===== src/rtl/lprc_pkg.sv =====
`timescale 1ns/1ps
package lprc_pkg;
    localparam logic [3:0] CODE_NONE    = 4'h0;
    localparam logic [3:0] CODE_ACTIVE  = 4'h1;
    localparam logic [3:0] CODE_PARTIAL = 4'h2;
    localparam logic [3:0] CODE_SLUMBER = 4'h6;
    localparam logic [3:0] CODE_DEVSLP  = 4'h8;

    typedef enum logic [2:0] {
        V_NONE,
        V_WAKE,
        V_PARTIAL,
        V_SLUMBER,
        V_SLEEP
    } verdict_e;

    typedef enum logic [2:0] {
        ST_IDLE,
        ST_EVAL,
        ST_WAIT_PHY,
        ST_SLEEP,
        ST_EXIT_CNT,
        ST_PULSE_ACT,
        ST_PULSE_PAR,
        ST_PULSE_SLU
    } fsm_e;
endpackage


===== src/rtl/lprc_cmd_judge.sv =====
`timescale 1ns/1ps
module lprc_cmd_judge
    import lprc_pkg::*;
#(
    parameter int NSLOT = 32
) (
    input  logic [3:0]       code,
    input  logic [3:0]       eff_pwr,
    input  logic [NSLOT-1:0] cmd_issued,
    input  logic [NSLOT-1:0] active_tags,
    input  logic             slp_slumber_only,
    output verdict_e         verdict
);
    logic low_power;
    logic busy;

    always_comb begin
        low_power = (eff_pwr == CODE_PARTIAL) || (eff_pwr == CODE_SLUMBER) ||
                    (eff_pwr == CODE_DEVSLP);
        busy      = (|cmd_issued) || (|active_tags);
        verdict   = V_NONE;
        unique case (code)
            CODE_ACTIVE:  verdict = (eff_pwr == CODE_ACTIVE) ? V_NONE : V_WAKE;
            CODE_PARTIAL: verdict = low_power ? V_NONE : V_PARTIAL;
            CODE_SLUMBER: verdict = low_power ? V_NONE : V_SLUMBER;
            CODE_DEVSLP: begin
                if (eff_pwr == CODE_DEVSLP || busy)
                    verdict = V_NONE;
                else if (slp_slumber_only && eff_pwr != CODE_SLUMBER)
                    verdict = V_NONE;
                else
                    verdict = V_SLEEP;
            end
            default:      verdict = V_NONE;
        endcase
    end
endmodule


===== src/rtl/lprc_exit_timer.sv =====
`timescale 1ns/1ps
module lprc_exit_timer #(
    parameter int CW = 16
) (
    input  logic          clk,
    input  logic          rst_n,
    input  logic          load,
    input  logic [CW-1:0] load_val,
    input  logic          run,
    output logic          done
);
    logic [CW-1:0] cnt_q;

    always_ff @(posedge clk or negedge rst_n) begin
        if (!rst_n)
            cnt_q <= '0;
        else if (load)
            cnt_q <= load_val;
        else if (run && cnt_q != '0)
            cnt_q <= cnt_q - 1'b1;
    end

    assign done = (cnt_q == '0);

    // the counter never wraps below zero
    p_no_wrap_r10: assert property (@(posedge clk) disable iff (!rst_n)
        (!load && done) |=> done);
endmodule


===== src/rtl/link_pwr_req_ctrl.sv =====
`timescale 1ns/1ps
module link_pwr_req_ctrl
    import lprc_pkg::*;
#(
    parameter int NSLOT = 32,
    parameter int CW    = 16
) (
    input  logic             clk,
    input  logic             rst_n,
    input  logic             cmd_wr,
    input  logic [3:0]       cmd_wdata,
    input  logic             link_idle,
    input  logic [NSLOT-1:0] cmd_issued,
    input  logic [NSLOT-1:0] active_tags,
    input  logic [3:0]       cur_pwr,
    input  logic             slp_slumber_only,
    input  logic             phy_ready,
    input  logic [CW-1:0]    exit_count,
    output logic [3:0]       ctrl_field,
    output logic             req_active,
    output logic             req_partial,
    output logic             req_slumber,
    output logic             devslp_pin
);
    fsm_e       state_q, state_d;
    logic [3:0] field_q;
    logic       slept_q;
    logic [3:0] eff_pwr;
    logic       accept;
    verdict_e   verdict;
    logic       tmr_load;
    logic       tmr_done;

    assign eff_pwr = slept_q ? CODE_DEVSLP : cur_pwr;
    assign accept  = cmd_wr && link_idle && (cmd_wdata != CODE_NONE) &&
                     (state_q == ST_IDLE || state_q == ST_SLEEP);
    assign tmr_load = (state_q == ST_EVAL) && (verdict == V_WAKE) && slept_q;

    lprc_cmd_judge #(.NSLOT(NSLOT)) judge_i (
        .code             (field_q),
        .eff_pwr          (eff_pwr),
        .cmd_issued       (cmd_issued),
        .active_tags      (active_tags),
        .slp_slumber_only (slp_slumber_only),
        .verdict          (verdict)
    );

    lprc_exit_timer #(.CW(CW)) timer_i (
        .clk      (clk),
        .rst_n    (rst_n),
        .load     (tmr_load),
        .load_val (exit_count),
        .run      (state_q == ST_EXIT_CNT),
        .done     (tmr_done)
    );

    // next-state logic
    always_comb begin
        state_d = state_q;
        unique case (state_q)
            ST_IDLE, ST_SLEEP: if (accept) state_d = ST_EVAL;
            ST_EVAL: begin
                unique case (verdict)
                    V_WAKE:    state_d = slept_q ? ST_EXIT_CNT : ST_PULSE_ACT;
                    V_PARTIAL: state_d = ST_PULSE_PAR;
                    V_SLUMBER: state_d = ST_PULSE_SLU;
                    V_SLEEP:   state_d = ST_WAIT_PHY;
                    default:   state_d = slept_q ? ST_SLEEP : ST_IDLE;
                endcase
            end
            ST_WAIT_PHY:  if (phy_ready) state_d = ST_SLEEP;
            ST_EXIT_CNT:  if (tmr_done) state_d = ST_PULSE_ACT;
            default:      state_d = ST_IDLE;
        endcase
    end

    // state register
    always_ff @(posedge clk or negedge rst_n) begin
        if (!rst_n) state_q <= ST_IDLE;
        else        state_q <= state_d;
    end

    // output-side registers: command field and sleep pin
    always_ff @(posedge clk or negedge rst_n) begin
        if (!rst_n) begin
            field_q <= CODE_NONE;
            slept_q <= 1'b0;
        end else begin
            if (accept)
                field_q <= cmd_wdata;
            else if (state_q == ST_EVAL)
                field_q <= CODE_NONE;
            if (state_q == ST_WAIT_PHY && phy_ready)
                slept_q <= 1'b1;
            else if (state_q == ST_EXIT_CNT && tmr_done)
                slept_q <= 1'b0;
        end
    end

    assign ctrl_field  = field_q;
    assign devslp_pin  = slept_q;
    assign req_active  = (state_q == ST_PULSE_ACT);
    assign req_partial = (state_q == ST_PULSE_PAR);
    assign req_slumber = (state_q == ST_PULSE_SLU);

    // a shown command clears on the following edge
    p_field_clears_r1: assert property (@(posedge clk) disable iff (!rst_n)
        (ctrl_field != 4'h0) |=> (ctrl_field == 4'h0));
    // nothing lands in the field while the link is not idle
    p_busy_link_r2: assert property (@(posedge clk) disable iff (!rst_n)
        (!link_idle && ctrl_field == 4'h0) |=> (ctrl_field == 4'h0));
    // request lines are mutually exclusive
    p_one_req_r4: assert property (@(posedge clk) disable iff (!rst_n)
        $onehot0({req_active, req_partial, req_slumber}));
    // pin only rises after PHY-ready was seen
    p_pin_phy_r9: assert property (@(posedge clk) disable iff (!rst_n)
        $rose(devslp_pin) |-> $past(phy_ready));
    // wake request never overlaps the pin, and release comes with it
    p_wake_after_release_r10: assert property (@(posedge clk) disable iff (!rst_n)
        devslp_pin |-> !req_active);
    p_release_wake_r10: assert property (@(posedge clk) disable iff (!rst_n)
        $fell(devslp_pin) |-> req_active);
endmodule


===== config.mk =====
export PLATFORM = sky130hd
export DESIGN_NAME = link_pwr_req_ctrl
export DESIGN_NICKNAME = d
export VERILOG_FILES = /design/src/rtl/lprc_pkg.sv /design/src/rtl/lprc_cmd_judge.sv /design/src/rtl/lprc_exit_timer.sv /design/src/rtl/link_pwr_req_ctrl.sv
export SDC_FILE = /design/constraint.sdc
export NUM_CORES = 1
export LEC_CHECK = 0
export BUFFER_PORTS_ARGS = -buffer_cell sky130_fd_sc_hd__clkbuf_2
export CAP_MARGIN = 15
export CORE_ASPECT_RATIO = 1.1
export CORE_MARGIN = 2
export CORE_UTILIZATION = 40
export DETAILED_ROUTE_END_ITERATION = 8
export PLACE_DENSITY_LB_ADDON = 0.15
export SLEW_MARGIN = 30
export SYNTH_ARGS = -nofsm -noshare
export SYNTH_HDL_FRONTEND = slang
export SYNTH_SLANG_ARGS = --single-unit
export TNS_END_PERCENT = 50

===== constraint.sdc =====
create_clock -name clk -period 2.18 [get_ports clk]
set_input_delay 0.545 -clock clk [delete_from_list [all_inputs] [get_ports clk]]
set_output_delay 0.545 -clock clk [all_outputs]
set_load 0.01 [all_outputs]

==> flow_metrics.py, run 1 <==
metrics = {
    "setup_path": {
        "critical_path.max_stage_delay_ps": 570,
        "path_max_fanout": 4,
        "worstSetupEndpointType": "flop",
        "timing_worst_setup_path_type": "reg -> reg",
        "cpLargestDelayFamily": "compound AO/OA/AOI/OAI gates",
        "worst_setup_path_start_kind": "flop",
        "worst_path_most_repeated_cell": "buf_4",
        "worstPathCellList": "or4b_4 -> buf_4 -> a41oi_2 -> buf_4 -> o21ai_1 -> a211o_1",
        "worst_ep_arrival_time_ps": 2230,
        "path_buf_inv": 2,
        "r2r.worst_path.cells": 6,
        "cp_num_cells": 6,
        "required_worst_endpoint_ps": 2340,
        "timing.critical_path.slowest_stage_cell": "or4b_4",
    },
    "cts": {
        "cts-root-to-sink-buffers": 2,
        "cts_root_buffer": "clkbuf_8",
        "clock_latency_ps": 270,
        "clock_sinks": 24,
        "cts_made_buffers": 3,
        "cts.htree.levels": 1,
        "cts_tree": "yes",
        "clock_edge_transition_at_the_registers_on_the_reported_setup_and_hold_paths_ps": 90,
        "postCtsResizedCells": 0,
        "post-cts-setup-buffer-count": 0,
        "cts.hold.buffers_added": 0,
    },
    "logic_synthesis": {
        "synth.avg_cell_area_sq_um": 8.23,
        "number_of_enable_type_register_cells_in_the_synthesized_netlist": 0,
        "synth.distinct_cells": 51,
        "synth.yosys.warnings": 0,
        "synth_cells": 215,
        "synth-seq-area-share_pct": 33.9,
        "synth.net_count": 310,
        "yosys_register_bits": 24,
        "synth_top_flop_cell": "dfrtp_1",
        "synth.cell_area_sq_um": 1770,
        "ys_async_sr_fraction_pct": 100,
    },
    "drt": {
        "routed_via_count": 2223,
        "drtPass1Iterations": 4,
        "per_cell_via_count_in_the_routed_design": 5.63,
        "routed_wire_length_per_instance_um": 15.1,
        "route.final.wire_length_um": 5970,
        "dr.first_iter.drc_count": 117,
        "number_of_nets_with_antenna_violations_after_routing": 0,
        "detail_route.drc_violations": 0,
    },
    "timing": {
        "tns_ps": 0,
        "timing.slew.headroom_pct": 57.0,
        "final.setup.worst_slack_ps": 114,
        "worstMarginPinSlew_ps": 645,
        "finalHoldViolCount": 0,
        "max_clock_freq_ghz": 0.484,
        "report.final.slew_viol_count": 0,
        "setup_repair_after_global_routing_missed_its_margin": "false",
        "setup_viol": 0,
        "layout_worst_path_cycle_share_pct": 94.8,
        "clock_skew_ps": 4.43,
        "timing.final.crit_period_ps": 2070,
    },
    "final_layout": {
        "mostFrequentLayoutCells": "101 x clkbuf_2, 31 x buf_4, 24 x dfrtp_1",
        "seq_area_sq_um": 601,
        "area_growth_syn_to_layout_pct": 46.7,
        "diodes": 0,
        "final_layout_fill_cell_count": 419,
        "stdcell_area_sq_um": 2600,
        "layout.core_utilization_pct": 60.6,
        "layout-drive-gt1-share_pct": 43.7,
        "final_net_count": 438,
        "area_of_the_multi_input_gates_sq_um": 1120,
        "mostFrequentLayoutCell": "clkbuf_2",
    },
    "floorplanning": {
        "floorplan.die.height_um": 73.8,
        "start_util_pct": 41.3,
        "design.die.area_sq_um": 4970,
        "placement_rows": 25,
        "fp.coreArea_sq_um": 4290,
        "die-width_um": 67.4,
        "top_level_ports": 102,
    },
    "global_routing": {
        "first_pass_grt_wire_length_um": 9350,
        "grt_pass1_vias": 2012,
        "largest_net_degree_at_the_start_of_global_routing": 25,
        "grt.total_usage_pct": 24.5,
        "grt_antenna_before_repair": 0,
        "grt-ovfl-total": 0,
    },
    "min_path": {
        "worstHoldPathType": "in -> async",
    },
    "pwr": {
        "leakage_nw": 1.24,
        "ir_worst_vdd_uv": 199,
        "power_per_cell_area_nw_per_um2": 345,
        "total_power_mw": 0.895,
    },
    "place": {
        "port_buffers": 101,
        "detailedPlacementHpwl_um": 4890,
        "globalplace.congestion": 0.813,
        "dpl-instance-area_sq_um": 2530,
        "pre_cts_slack_ps": -91.0,
    },
    "job": {
        "max-cap-violations": 0,
    },
    "status": {
        "status": "completed",
    },
}
[cells by family (layout without fill, tap and decap cells)]
| group | count (synthesis) | after routing | share of synthesized area [%] |
|---|---|---|---|
| compound gates | 65 | 65 | 26.1 |
| fa+ha+maj | 1 | 1 | 0.707 |
| buf+inv | 18 | 144 | 4.38 |
| flops | 24 | 24 | 33.9 |
| mux | 2 | 2 | 1.20 |
| simple gates | 105 | 105 | 33.7 |
[worst paths after layout]
check | startpoint | end | slack [ps]
setup / recovery | devslp_pin | timer_i.cnt_q[2] | 110
hold / removal | rst_n | timer_i.cnt_q[1] | 280
setup reg to reg | devslp_pin | timer_i.cnt_q[2] | 110
hold reg to reg | timer_i.cnt_q[12] | timer_i.cnt_q[12] | 570
max in group asynchronous | rst_n | state_q[2] | 1480
min in group clk | exit_count[14] | timer_i.cnt_q[14] | 480
[power by group]
group          total [mW]  internal, mW  switching, mW  leakage, nW
registers           0.459         0.453        0.00573        0.279
logic               0.163        0.0903         0.0726        0.940
clock network       0.274         0.124          0.150       0.0216
[stage by stage]
stage	hold WS [ps]	cells
floorplan	249	215
global placement	538	392
detailed placement	536	392
CTS	308	395
global route	325	395
finish	283	395
[synthesized netlist by cell type (3+ instances only)]
library cell  count  area, sq um
nand3_1           8         40.0
a31oi_1           3         18.8
a32oi_1           5         43.8
dfrtp_1          24          601
o21ai_1           8         40.0
nor2_1           19         71.3
a221o_1           3         30.0
inv_1             9         33.8
nor3b_1           5         37.5
or3_1             5         31.3
o22ai_1           4         25.0
and3_1            3         18.8
nand2_1          15         56.3
nor3_1           10         50.1
a21oi_1          11         55.1
nand4_1           5         31.3
o211ai_1          7         52.6
o21ai_0           6         30.0
clkbuf_1          5         18.8
nor4_1           19          119
[sequential cells by signal, indices dropped and copies added, names as in the netlist]
register and flops:
ctrl_field 4, devslp_pin 1, state_q 3, timer_i.cnt_q 16
[per-layer routing]
metal | share of wire (%) | global-route usage (%) | vias up
li1 | - | - | 1114
met1 | 46 | 36.1 | 1047
met2 | 49 | 38.0 | 58
met3 | 4.0 | 3.06 | 4
met4 | 0.60 | 6.12 | 0
met5 | 0 | 0 | -
[layout make-up]
| type | instances | area share [%] |
|---|---|---|
| Inverter | 9 | 1.30 |
| Multi-Input combinational cell | 173 | 43.0 |
| Sequential cell | 24 | 23.1 |
| Timing Repair Buffer | 132 | 28.4 |
| Clock buffer | 3 | 1.59 |
| Tap cell | 54 | 2.60 |
(Power assumes the default switching activity.)
==> run 2, diff against run 1 <==
--- a/config.mk
+++ b/config.mk
@@ -6,10 +6,10 @@
 export NUM_CORES = 1
 export LEC_CHECK = 0
 export BUFFER_PORTS_ARGS = -buffer_cell sky130_fd_sc_hd__clkbuf_2
-export CAP_MARGIN = 15
-export CORE_ASPECT_RATIO = 1.1
+export CORE_ASPECT_RATIO = 1.25
 export CORE_MARGIN = 2
 export CORE_UTILIZATION = 40
+export CTS_BUF_LIST = sky130_fd_sc_hd__clkbuf_16
 export DETAILED_ROUTE_END_ITERATION = 8
 export PLACE_DENSITY_LB_ADDON = 0.15
 export SLEW_MARGIN = 30
==> run 2 against run 1 <==
Compared with the run above: maximum frequency shrank 3.1%; via count is 0.72% lower; count of clock-buffer cells in the layout stayed put; sequential share of layout area down 0.44 points; critical path depth decreased by 1; design area increased by 1.9%.
==> flow_metrics.py, run 2 (synthesis results as in run 1) <==
metrics = {
    "cts": {
        "clock_sinks": 24,
        "post-cts-setup-buffer-count": 0,
        "cts_tree": "yes",
        "cts.hold.buffers_added": 0,
        "cts-root-to-sink-buffers": 2,
        "cts_made_buffers": 3,
        "cts_root_buffer": "clkbuf_16",
        "clock_edge_transition_at_the_registers_on_the_reported_setup_and_hold_paths_ps": 60,
        "cts.htree.levels": 1,
        "clock_latency_ps": 260,
    },
    "drt": {
        "routed_wire_length_per_instance_um": 14.7,
        "routed_via_count": 2207,
        "per_cell_via_count_in_the_routed_design": 5.49,
        "drtPass1Iterations": 4,
        "dr.first_iter.drc_count": 179,
        "route.final.wire_length_um": 5910,
        "detail_route.drc_violations": 0,
        "number_of_nets_with_antenna_violations_after_routing": 0,
    },
    "global_routing": {
        "grt.total_usage_pct": 24.0,
        "grt-ovfl-total": 0,
        "largest_net_degree_at_the_start_of_global_routing": 25,
        "grt_pass1_vias": 2151,
        "first_pass_grt_wire_length_um": 9640,
        "grt_antenna_before_repair": 0,
    },
    "timing": {
        "finalHoldViolCount": 0,
        "timing.final.crit_period_ps": 2130,
        "final.setup.worst_slack_ps": 48.4,
        "timing.slew.headroom_pct": 57.2,
        "tns_ps": 0,
        "worstMarginPinSlew_ps": 643,
        "layout_worst_path_cycle_share_pct": 97.8,
        "clock_skew_ps": 4.55,
        "report.final.slew_viol_count": 0,
        "max_clock_freq_ghz": 0.469,
        "setup_viol": 0,
    },
    "place": {
        "globalplace.congestion": 0.886,
        "pre_cts_slack_ps": -77.9,
        "port_buffers": 101,
        "dpl-instance-area_sq_um": 2560,
        "detailedPlacementHpwl_um": 4710,
    },
    "floorplanning": {
        "placement_rows": 27,
        "start_util_pct": 40.9,
        "die-width_um": 63.5,
        "fp.coreArea_sq_um": 4320,
        "floorplan.die.height_um": 78.4,
        "design.die.area_sq_um": 4980,
        "top_level_ports": 102,
    },
    "final_layout": {
        "mostFrequentLayoutCell": "clkbuf_2",
        "final_net_count": 441,
        "diodes": 0,
        "mostFrequentLayoutCells": "101 x clkbuf_2, 34 x buf_4, 24 x dfrtp_1",
        "stdcell_area_sq_um": 2650,
        "largest_reg_flops": 16,
        "layout.core_utilization_pct": 61.2,
        "top_register": "timer_i.cnt_q",
        "layout-drive-gt1-share_pct": 43.3,
        "area_growth_syn_to_layout_pct": 49.5,
    },
    "setup_path": {
        "worst_path_most_repeated_cell": "a21oi_1",
        "worst_ep_arrival_time_ps": 2270,
        "required_worst_endpoint_ps": 2320,
        "timing_worst_setup_path_type": "reg -> reg",
        "worstPathCellList": "or4b_1 -> a21oi_1 -> a41o_2 -> a21oi_1 -> a221o_1",
        "timing.critical_path.slowest_stage_cell": "or4b_1",
        "worst_setup_path_start_kind": "flop",
        "critical_path.max_stage_delay_ps": 540,
        "path_max_fanout": 9,
        "worstSetupEndpointType": "flop",
    },
    "pwr": {
        "power_per_cell_area_nw_per_um2": 385,
        "ir_worst_vdd_uv": 252,
        "leakage_nw": 1.27,
    },
    "status": {
        "status": "completed",
    },
    "min_path": {
        "worstHoldPathType": "in -> async",
    },
    "job": {
        "max-cap-violations": 0,
    },
}
run 2: metal layers:
metal | global-route usage, % | up-vias | part of all wire [%] | wire, um
met4 | 6.09 | 0 | 0.96 | 57
met5 | 0 | - | 0 | 0
met1 | 29.4 | 995 | 41 | 2420
met3 | 3.30 | 6 | 7.3 | 429
li1 | - | 1118 | - | -
met2 | 43.9 | 88 | 51 | 3000
run 2: final cells by class:
class	instances	area, sq um
fillers	408	1680
multi-input cells	173	1100
repair buffers	135	761
flip-flops and latches	24	601
clock buffers	3	75.1
well taps	58	72.6
inverters	9	33.8
run 2: repair_timing:
| item | 4_1_cts | 5_1_grt |
|---|---|---|
| endpoints found under the hold margin | 0 | 0 |
| resized for setup | 1 | 3 |
| setup endpoints to repair | 4 | 3 |
run 2: through the flow:
stage / total power, mW / cells / hold WS (ps)
after floorplan: 0.505 / 215 / 249
after global placement: 0.628 / 399 / 534
after detailed placement: 0.630 / 399 / 549
after CTS: 1.03 / 402 / 321
after global routing: 1.07 / 402 / 348
final: 1.02 / 402 / 298
run 2: where the power goes:
group / switching, mW / internal [mW]
logic: 0.0704 / 0.0921
clock network: 0.154 / 0.243
registers: 0.00551 / 0.454
total: 0.230 / 0.788
run 2: worst paths after layout:
check                                     from                 to  slack [ps]  cells past startpoint
worst max-delay path             ctrl_field[1]   timer_i.cnt_q[3]          50                      5
worst max register to register   ctrl_field[1]   timer_i.cnt_q[3]          50                      5
worst min-delay path                     rst_n      ctrl_field[0]         300                      1
max in group asynchronous                rst_n         devslp_pin        1460                      1
min in group clk                exit_count[14]  timer_i.cnt_q[14]         510                      2
worst min register to register      state_q[2]         state_q[1]         560                      1
run 2: critical path, delay by kind of cell (launching register included):
kind,cells,cell delay [ps]
AOI/OAI and AO/OA,4,1110
and+or+nand+nor,1,540
DFF,1,370
==> run 3, diff against run 2 <==
--- a/config.mk
+++ b/config.mk
@@ -12,6 +12,7 @@
 export CTS_BUF_LIST = sky130_fd_sc_hd__clkbuf_16
 export DETAILED_ROUTE_END_ITERATION = 8
 export PLACE_DENSITY_LB_ADDON = 0.15
+export SETUP_SLACK_MARGIN = 0.2
 export SLEW_MARGIN = 30
 export SYNTH_ARGS = -nofsm -noshare
 export SYNTH_HDL_FRONTEND = slang
==> run 3 against run 2 <==
Compared with the run above: utilization grew 4.6 points; non-clock buffer count rose by 1; wire length is 9.0% higher; worst hold slack worse by 4.4 ps; global-route usage up 0.70 points; design area grew 7.5%.
==> flow_metrics.py, run 3 (synthesis results as in run 1) <==
metrics = {
    "status": {
        "status": "completed",
    },
    "timing": {
        "timing.slew.headroom_pct": 57.1,
        "timing.final.crit_period_ps": 2000,
        "clock_skew_ps": 5.44,
        "worstMarginPinSlew_ps": 643,
        "setup_viol": 0,
        "report.final.slew_viol_count": 0,
        "finalHoldViolCount": 0,
        "layout_worst_path_cycle_share_pct": 91.7,
        "tns_ps": 0,
        "max_clock_freq_ghz": 0.500,
        "setup_repair_after_global_routing_missed_its_margin": "true",
    },
    "setup_path": {
        "path_buf_inv": 1,
        "timing_worst_setup_path_type": "reg -> reg",
        "required_worst_endpoint_ps": 2330,
        "cpLargestDelayFamily": "simple AND/OR/NAND/NOR gates",
        "critical_path.max_stage_delay_ps": 450,
        "timing.critical_path.slowest_stage_cell": "or4_4",
        "worstSetupEndpointType": "flop",
        "path_max_fanout": 4,
        "worst_setup_path_start_kind": "flop",
        "worstPathCellList": "or3_4 -> or4_4 -> o21ai_4 -> buf_4 -> nor3b_1 -> a211o_1",
        "worst_ep_arrival_time_ps": 2150,
    },
    "pwr": {
        "power.switching_fraction_pct": 21.7,
        "power.share.combinational_pct": 14.7,
        "power_per_cell_area_nw_per_um2": 410,
        "ir_worst_vdd_uv": 372,
        "p_clk_share_pct": 45.8,
        "cellInternalPower_mw": 0.913,
        "leakage_nw": 1.32,
        "p_sw_mw": 0.253,
        "proportion_of_power_drawn_by_flip_flops_and_latches_pct": 39.5,
    },
    "floorplanning": {
        "floorplan.die.height_um": 78.4,
        "placement_rows": 27,
        "top_level_ports": 102,
        "die-width_um": 63.5,
        "start_util_pct": 40.9,
        "fp.coreArea_sq_um": 4320,
        "design.die.area_sq_um": 4980,
    },
    "final_layout": {
        "mostFrequentLayoutCell": "clkbuf_2",
        "fin_cells": 404,
        "final_net_count": 442,
        "diodes": 0,
        "final_layout_fill_cell_count": 408,
        "mostFrequentLayoutCells": "101 x clkbuf_2, 35 x buf_4, 23 x dfrtp_1",
        "area_growth_syn_to_layout_pct": 60.8,
        "largest_reg_flops": 16,
        "top_register": "timer_i.cnt_q",
        "layout-drive-gt1-share_pct": 48.3,
        "layout.core_utilization_pct": 65.8,
    },
    "cts": {
        "cts_root_buffer": "clkbuf_16",
        "cts_tree": "yes",
        "cts_made_buffers": 3,
        "clock_latency_ps": 270,
        "clock_sinks": 24,
        "cts-root-to-sink-buffers": 2,
        "cts.htree.levels": 1,
        "clock_edge_transition_at_the_registers_on_the_reported_setup_and_hold_paths_ps": 70,
    },
    "place": {
        "globalplace.congestion": 0.875,
        "port_buffers": 101,
        "detailedPlacementHpwl_um": 4830,
        "placedCellCount": 395,
    },
    "drt": {
        "detail_route.drc_violations": 0,
        "number_of_nets_with_antenna_violations_after_routing": 0,
        "dr.first_iter.drc_count": 116,
        "route.final.wire_length_um": 6440,
        "routed_wire_length_per_instance_um": 15.9,
        "drtPass1Iterations": 4,
        "per_cell_via_count_in_the_routed_design": 5.65,
        "routed_via_count": 2282,
    },
    "global_routing": {
        "largest_net_degree_at_the_start_of_global_routing": 25,
        "first_pass_grt_wire_length_um": 9780,
        "grt_pass1_vias": 2099,
        "grt_antenna_before_repair": 0,
        "grt-ovfl-total": 0,
        "grt.total_usage_pct": 24.7,
    },
    "min_path": {
        "worstHoldPathType": "in -> async",
    },
    "job": {
        "max-cap-violations": 0,
    },
}
-- run 3: changes by cell type in the layout (fill, tap and decap cells not counted), moves of 2 or more --
| cell | change |
|---|---|
| nor4_4 | +2 |
| a21oi_4 | +2 |
| nor4_1 | -2 |
| nor3_1 | -2 |
| o21ai_4 | +2 |
-- run 3: final cells by class --
type / count / area [sq um] / share of cell area [%]
multi-input cells: 173 / 1260 / 44.4
clock buffers: 3 / 75.1 / 2.64
inverters: 9 / 33.8 / 1.19
clock inverters: 1 / 30.0 / 1.05
flip-flops and latches: 24 / 602 / 21.1
repair buffers: 136 / 768 / 27.0
well taps: 58 / 72.6 / 2.55
-- run 3: power groups by stage --
| stage | sequential, mW | clock [mW] | combinational, mW |
|---|---|---|---|
| finish | 0.461 | 0.534 | 0.172 |
| global route | 0.462 | 0.557 | 0.187 |
| CTS | 0.460 | 0.538 | 0.163 |
| detailed placement | 0.468 | 0 | 0.162 |
| global placement | 0.467 | 0 | 0.160 |
| floorplan | 0.471 | 0 | 0.0345 |
-- run 3: what timing repair did --
| item | 4_1_cts | 5_1_grt |
|---|---|---|
| endpoints found under the setup margin | 12 | 16 |
| pin swaps | 2 | 7 |
| hold buffers | 0 | 0 |
| gates resized for setup | 13 | 18 |
| buffers inserted | 1 | 4 |
-- run 3: metrics by stage --
| stage | setup slack (ps) | cell area, sq um | hold WS (ps) | power [mW] |
|---|---|---|---|---|
| final | 180 | 2850 | 294 | 1.17 |
| after global placement | -33.3 | 2530 | 534 | 0.628 |
| after detailed placement | -97.5 | 2530 | 555 | 0.629 |
| after floorplan | 179 | 1770 | 249 | 0.506 |
| after CTS | 178 | 2710 | 313 | 1.16 |
| after global routing | 106 | 2850 | 338 | 1.21 |
-- run 3: final timing paths --
path,startpoint,end,slack [ps],cells past startpoint
worst max-delay path,timer_i.cnt_q[12],timer_i.cnt_q[2],180,6
worst min-delay path,rst_n,state_q[2],290,1
worst max register to register,timer_i.cnt_q[12],timer_i.cnt_q[2],180,6
worst min register to register,timer_i.cnt_q[9],timer_i.cnt_q[9],580,2
max in group asynchronous,rst_n,devslp_pin,1440,1
min in group clk,exit_count[14],timer_i.cnt_q[14],490,2
-- run 3: per-layer routing --
metal / global-route usage, % / vias to the layer above / wire [um]
met5: 0 / - / 0
met4: 6.30 / 0 / 62
met3: 2.44 / 5 / 252
met2: 42.5 / 63 / 3390
met1: 33.1 / 1091 / 2730
li1: - / 1123 / -
